### config.mk
export PLATFORM = sky130hd
export DESIGN_NAME = paged_scan_access
export DESIGN_NICKNAME = d
export VERILOG_FILES = /design/src/rtl/paged_scan_access.sv
export SDC_FILE = /design/constraint.sdc
export NUM_CORES = 1
export LEC_CHECK = 0
export ABC_AREA = 0
export CORE_MARGIN = 2
export CORE_UTILIZATION = 42
export CTS_BUF_LIST = sky130_fd_sc_hd__clkbuf_4 sky130_fd_sc_hd__clkbuf_8
export DETAILED_ROUTE_END_ITERATION = 7
export DONT_BUFFER_PORTS = 1
export PLACE_DENSITY_LB_ADDON = 0.2
export SLEW_MARGIN = 5
export SYNTH_ARGS = -nofsm -noshare
export SYNTH_HDL_FRONTEND = slang
export SYNTH_SLANG_ARGS = --single-unit
### constraint.sdc
create_clock -name clk -period 1.8 [get_ports clk]
set_input_delay 0.36 -clock clk [delete_from_list [all_inputs] [get_ports clk]]
set_output_delay 0.36 -clock clk [all_outputs]
set_load 0.005 [all_outputs]
### src/rtl/paged_scan_access.sv
module paged_scan_access #(
  parameter int NPAGES  = 5,
  parameter int SD      = 6,
  parameter int SW      = 16,
  parameter int IN_REG  = 1,
  parameter int OUT_REG = 1,
  localparam int PW  = (NPAGES > 1) ? $clog2(NPAGES) : 1,
  localparam int LW  = (SD > 1) ? $clog2(SD) : 1
) (
  input  logic          clk,
  input  logic          rst_n,
  input  logic          acc_en,
  input  logic          acc_wr,
  input  logic [PW-1:0] page_addr,
  input  logic [LW-1:0] line_addr,
  input  logic [SW-1:0] scan_in,
  output logic [SW-1:0] scan_out
);
  localparam int LEV = (NPAGES > 1) ? $clog2(NPAGES) : 1;
  localparam int N2  = 1 << LEV;

  logic [SD-1:0]     ls_d, ls_s;
  logic [NPAGES-1:0] ps_d, ps_s;
  logic              wr_s;
  logic [SW-1:0]     si_s;

  always_comb begin
    ls_d = '0;
    ps_d = '0;
    for (int l = 0; l < SD; l++)
      if (acc_en && 32'(line_addr) == l) ls_d[l] = 1'b1;
    for (int p = 0; p < NPAGES; p++)
      if (acc_en && 32'(page_addr) == p) ps_d[p] = 1'b1;
  end

  generate
    if (IN_REG != 0) begin : g_in_reg
      always_ff @(posedge clk or negedge rst_n)
        if (!rst_n) begin
          ls_s <= '0;
          ps_s <= '0;
          wr_s <= 1'b0;
          si_s <= '0;
        end else begin
          ls_s <= ls_d;
          ps_s <= ps_d;
          wr_s <= acc_wr;
          si_s <= scan_in;
        end
    end else begin : g_in_comb
      assign ls_s = ls_d;
      assign ps_s = ps_d;
      assign wr_s = acc_wr;
      assign si_s = scan_in;
    end
  endgenerate

  logic [NPAGES-1:0][SD-1:0] pg_ls;
  logic [NPAGES-1:0][SW-1:0] pg_si, page_so;
  logic [NPAGES-1:0]         pg_rd;
  logic [NPAGES*SD-1:0][SW-1:0] cells;

  always_comb begin
    for (int p = 0; p < NPAGES; p++) begin
      pg_ls[p]   = ls_s & {SD{ps_s[p]}};
      pg_si[p]   = si_s & {SW{ps_s[p]}};
      pg_rd[p]   = ps_s[p] & (|ls_s) & ~wr_s;
      page_so[p] = '0;
      for (int l = 0; l < SD; l++)
        if (pg_ls[p][l] && !wr_s) page_so[p] = page_so[p] | cells[p*SD+l];
    end
  end

  always_ff @(posedge clk or negedge rst_n)
    if (!rst_n) cells <= '0;
    else
      for (int p = 0; p < NPAGES; p++)
        for (int l = 0; l < SD; l++)
          if (wr_s && pg_ls[p][l]) cells[p*SD+l] <= pg_si[p];

  logic [SW-1:0] node [1:2*N2-1];

  generate
    for (genvar i = 0; i < N2; i++) begin : g_leaf
      if (i < NPAGES) begin : g_pg
        assign node[N2+i] = page_so[i];
      end else begin : g_pad
        assign node[N2+i] = '0;
      end
    end
    for (genvar k = 1; k < N2; k++) begin : g_xor
      assign node[k] = node[2*k] ^ node[2*k+1];
    end
    if (OUT_REG != 0) begin : g_out_reg
      always_ff @(posedge clk or negedge rst_n)
        if (!rst_n) scan_out <= '0;
        else        scan_out <= node[1];
    end else begin : g_out_comb
      assign scan_out = node[1];
    end
  endgenerate
endmodule


Word-level counts from Yosys, hierarchy flattened
Index checks and enable logic that the tools add are counted.
- mux-type cells: 41
- bitwise gates (word level): 39
- reduce and logical (&&, ||, !) cells: 74
- eq/ne operators: 9
- operator list (kind ; count):
    16-bit 2-to-1 mux ; 30
    16-bit bitwise OR ; 25
    16-bit AND ; 5
    1-bit logical AND ; 71
    16-bit XOR ; 4
    6-bit AND ; 5
    3-bit by 2-bit equality test with 1-bit output, second input constant ; 4
    1-bit 2-to-1 mux ; 11
    3-bit equality test, second input constant ; 3
    3-bit by 1-bit equality test with 1-bit output, second input constant ; 2
    3-bit logical NOT ; 2
    1-bit logical NOT ; 1
- register bits after elaboration: 524
- input port bits: 26
- word-level logic and storage cells: 198

Depth between registers and ports, before layout
- depth after elaboration: 16
- depth in mapped cells: 7
- mapped depth without buffers: 4

Worst setup path after synthesis
Ideal clock, no wire load.
- path kind: reg-to-reg
- start: reg wr_s
- end: reg cells[10] (netlist name)
- required time: 1675 ps
- buffers on the path: 3
- period minus slack after synthesis: 1673 ps
- slack: 127 ps
- library setup time: 125 ps
- arrival time: 1549 ps
- stages on the path, launching flop included: 7
- path through: dfrtp_1 > buf_6 > and2_1 > buf_2 > nand2_1 > buf_2 > mux2_2
- longest elaborated chain between the ends: 1
- RTL lines (what ; line ; source):
    start, declared ; 24 ; logic wr_s;
    start signal, assigned ; 47 ; wr_s <= acc_wr;
    1-bit logical AND ; 79 ; if (wr_s && pg_ls[p][l]) cells[p*SD+l] <= pg_si[p];
    end signal, assigned by index ; 79 ;
    end, declared ; 61 ; logic [NPAGES*SD-1:0][SW-1:0] cells;
Every way passes these cells.
A chain may end at the register's enable or synchronous reset.

==> results.cfg <==
[routing]
via_per_inst = 5.78
vias = 14400
drtIter0Drc = 913
drt-total-wl_um = 64300
drc_errors = 0
drt-pass1-iter-count = 5
wl_per_cell_um = 25.7
ant_nets = 0

[finish]
fill_cells = 4446
syn2layout_area_growth_pct = 24.9
final_common_cell = dfrtp_1
final_core_utilization_pct = 52.9
layout-drive-gt1-share_pct = 56.7
final_cell_mix = 517 x dfrtp_1, 480 x mux2_2, 134 x a22oi_1, 120 x clkbuf_8, 106 x a22oi_2
nets = 1763
final_cell_area_um2 = 28300

[worst_setup_path]
rrSetupSlack_ns = -0.15
rr_startpoint = ls_s[1]
cp_data_arrival_time_ns = 2.48
crit_start = ls_s[1]
endpoint = scan_out[3]
r2r_cells = 7
end_kind = flip-flop
critPathRequiredTime_ns = 2.33
crit_fanout = 11
worstSetupPathType = reg -> reg
startpoint_type = flip-flop
r2r_end = scan_out[3]

[clock_tree]
clk_latency_ns = 0.66
cts_buffer_depth = 3
cts_max_level = 3
hold_buffers = 29
clkTransAtPathRegs_ns = 0.06
numCtsBuffers = 89
clkSinkCount = 524
cts-root-buf = clkbuf_8
cts_tree = yes

[floorplan]
start_util_pct = 42.3
die_area_um2 = 55900
die-width_um = 236
io_pins = 42
die_h_um = 236
core_region_area_um2 = 53600
rows = 85

[synthesis]
ys.warnings.count = 0
syn_area_um2 = 22700
ys_ff_latch = 524
synth.avg_cell_area_um2 = 14.4
synth.distinct_cells = 23
syn_nets = 1601
ys_seq_area_share_pct = 57.8
netlist_instances = 1575

[grt]
grt.total_usage_pct = 23.1
antenna_found_initial = 1
grt-ovfl-total = 0
grt_max_degree = 525
grt_pass1_wl_um = 97200
grt_pass1_vias = 15400

[run_status]
status = complete, but fails checks
violations = hold timing, slew limit, setup timing

[place]
place_hpwl_um = 38300
placed_cell_area_um2 = 24800
numPortBuffers = 0
finalWeightedCongestion = 0.759

[sta]
rsz0062_at_grt = yes
finalWorstSetupSlack_ns = -0.152
fin_skew_ns = 0.0148
whs_ns = -0.560
tightest_slew_ns = 2.50
finalCritPeriodShare_pct = 108
finalSetupViolCount = 16
period_needed_ns = 1.95
hold_viol = 524
max_clock_freq_mhz = 512
slew_headroom_pct = -66.4
slew_violations = 435

[power]
p_per_area_nw_per_um2 = 893
p_leak_nw = 13.1
total_power_mw = 25.3
ir_drop_mv = 0.428

[job]
max_cap_violations = 0

[hold_path]
hp-class = in -> async
[worst min path at each step]
stage	cells after the start	start	slack [ns]	endpoint
after floorplan	0	rst_n	0.06	cells[0]
after global placement	0	rst_n	0.1	si_s[0]
after detailed placement	0	rst_n	0.10	si_s[0]
after CTS	0	rst_n	-0.64	si_s[0]
after global routing	0	rst_n	-0.60	cells[464]
final	0	rst_n	-0.56	cells[448]
[stage by stage]
step | instances | worst slack (ns) | setup TNS [ns]
6_report | 2501 | -0.152 | -1.58
5_1_grt | 2501 | -0.231 | -2.39
4_1_cts | 2488 | -0.140 | -1.40
3_5_place_dp | 2294 | -0.315 | -2.88
3_3_place_gp | 2294 | -0.290 | -2.64
2_1_floorplan | 1575 | 0.127 | 0
[power by group]
part / internal (mW) / switching [mW] / leakage [nW]
combinational: 0.620 / 0.508 / 4.89
clock: 6.65 / 4.81 / 1.03
sequential: 12.3 / 0.400 / 7.18
total: 19.6 / 5.72 / 13.1
[cells by family (layout without fill, tap and decap cells)]
family | after synthesis | in the layout | share of synthesized area, %
xor+xnor | 48 | 48 | 2.92
mux | 480 | 480 | 23.8
flops | 524 | 524 | 57.8
buf+inv | 150 | 379 | 3.24
other cells | 0 | 1 | 0
compound gates | 320 | 320 | 10.4
simple gates | 53 | 53 | 1.77
[cell usage after synthesis, drive strengths merged]
| cell | count | area [um^2] |
|---|---|---|
| and4b | 1 | 10.0 |
| nand2b | 9 | 63.8 |
| nand3 | 24 | 240 |
| nor3 | 4 | 20.0 |
| a22oi | 240 | 1800 |
| clkbuf | 48 | 180 |
| a31oi | 80 | 558 |
| xor2 | 16 | 163 |
| and2 | 1 | 6.26 |
| dfrtp | 524 | 13100 |
| xnor3 | 16 | 360 |
| nor2 | 4 | 15.0 |
| nor3b | 2 | 15.0 |
| mux2 | 480 | 5410 |
| buf | 102 | 556 |
| nand2 | 8 | 30.0 |
| xnor2 | 16 | 140 |
[critical path, stage by stage, from the launching register on]
cell and delay [ns]:
dfrtp_4 0.57, buf_12 0.17, buf_16 0.15, a22oi_2 0.16, a31oi_1 0.13, xnor2_2 0.15, buf_4 0.15, xnor3_1 0.33
[state kept, by name, summed over array words and instances (netlist names)]
register  count
ls_s          6
cells       480
ps_s          5
scan_out     16
wr_s          1
si_s         16
[per-layer routing]
layer	part of all wire, %	global-route usage, %	vias up
met1	46	31.9	7771
met5	0	0	-
met4	2.4	7.42	0
met3	4.7	3.91	102
li1	-	-	6222
met2	47	37.2	351
[area by class of cell]
type / count / area [um^2] / share of cell area (%)
well taps: 696 / 871 / 3.07
repair buffers: 221 / 2660 / 9.40
flip-flops and latches: 524 / 13100 / 46.4
clock buffers: 149 / 1870 / 6.60
diodes: 1 / 2.50 / 0.00883
clock inverters: 9 / 75.1 / 0.265
multi-input cells: 901 / 9710 / 34.3
[timing repair]
| action | CTS | global route |
|---|---|---|
| gates resized for setup | 67 | 123 |
| endpoints found under the hold margin | 552 | 524 |
| pin swaps | 23 | 56 |
| setup buffers | 6 | 8 |
| endpoints found under the setup margin | 31 | 107 |
| gates cloned | 1 | 4 |
Note: power is estimated with default switching activity, not from simulation.
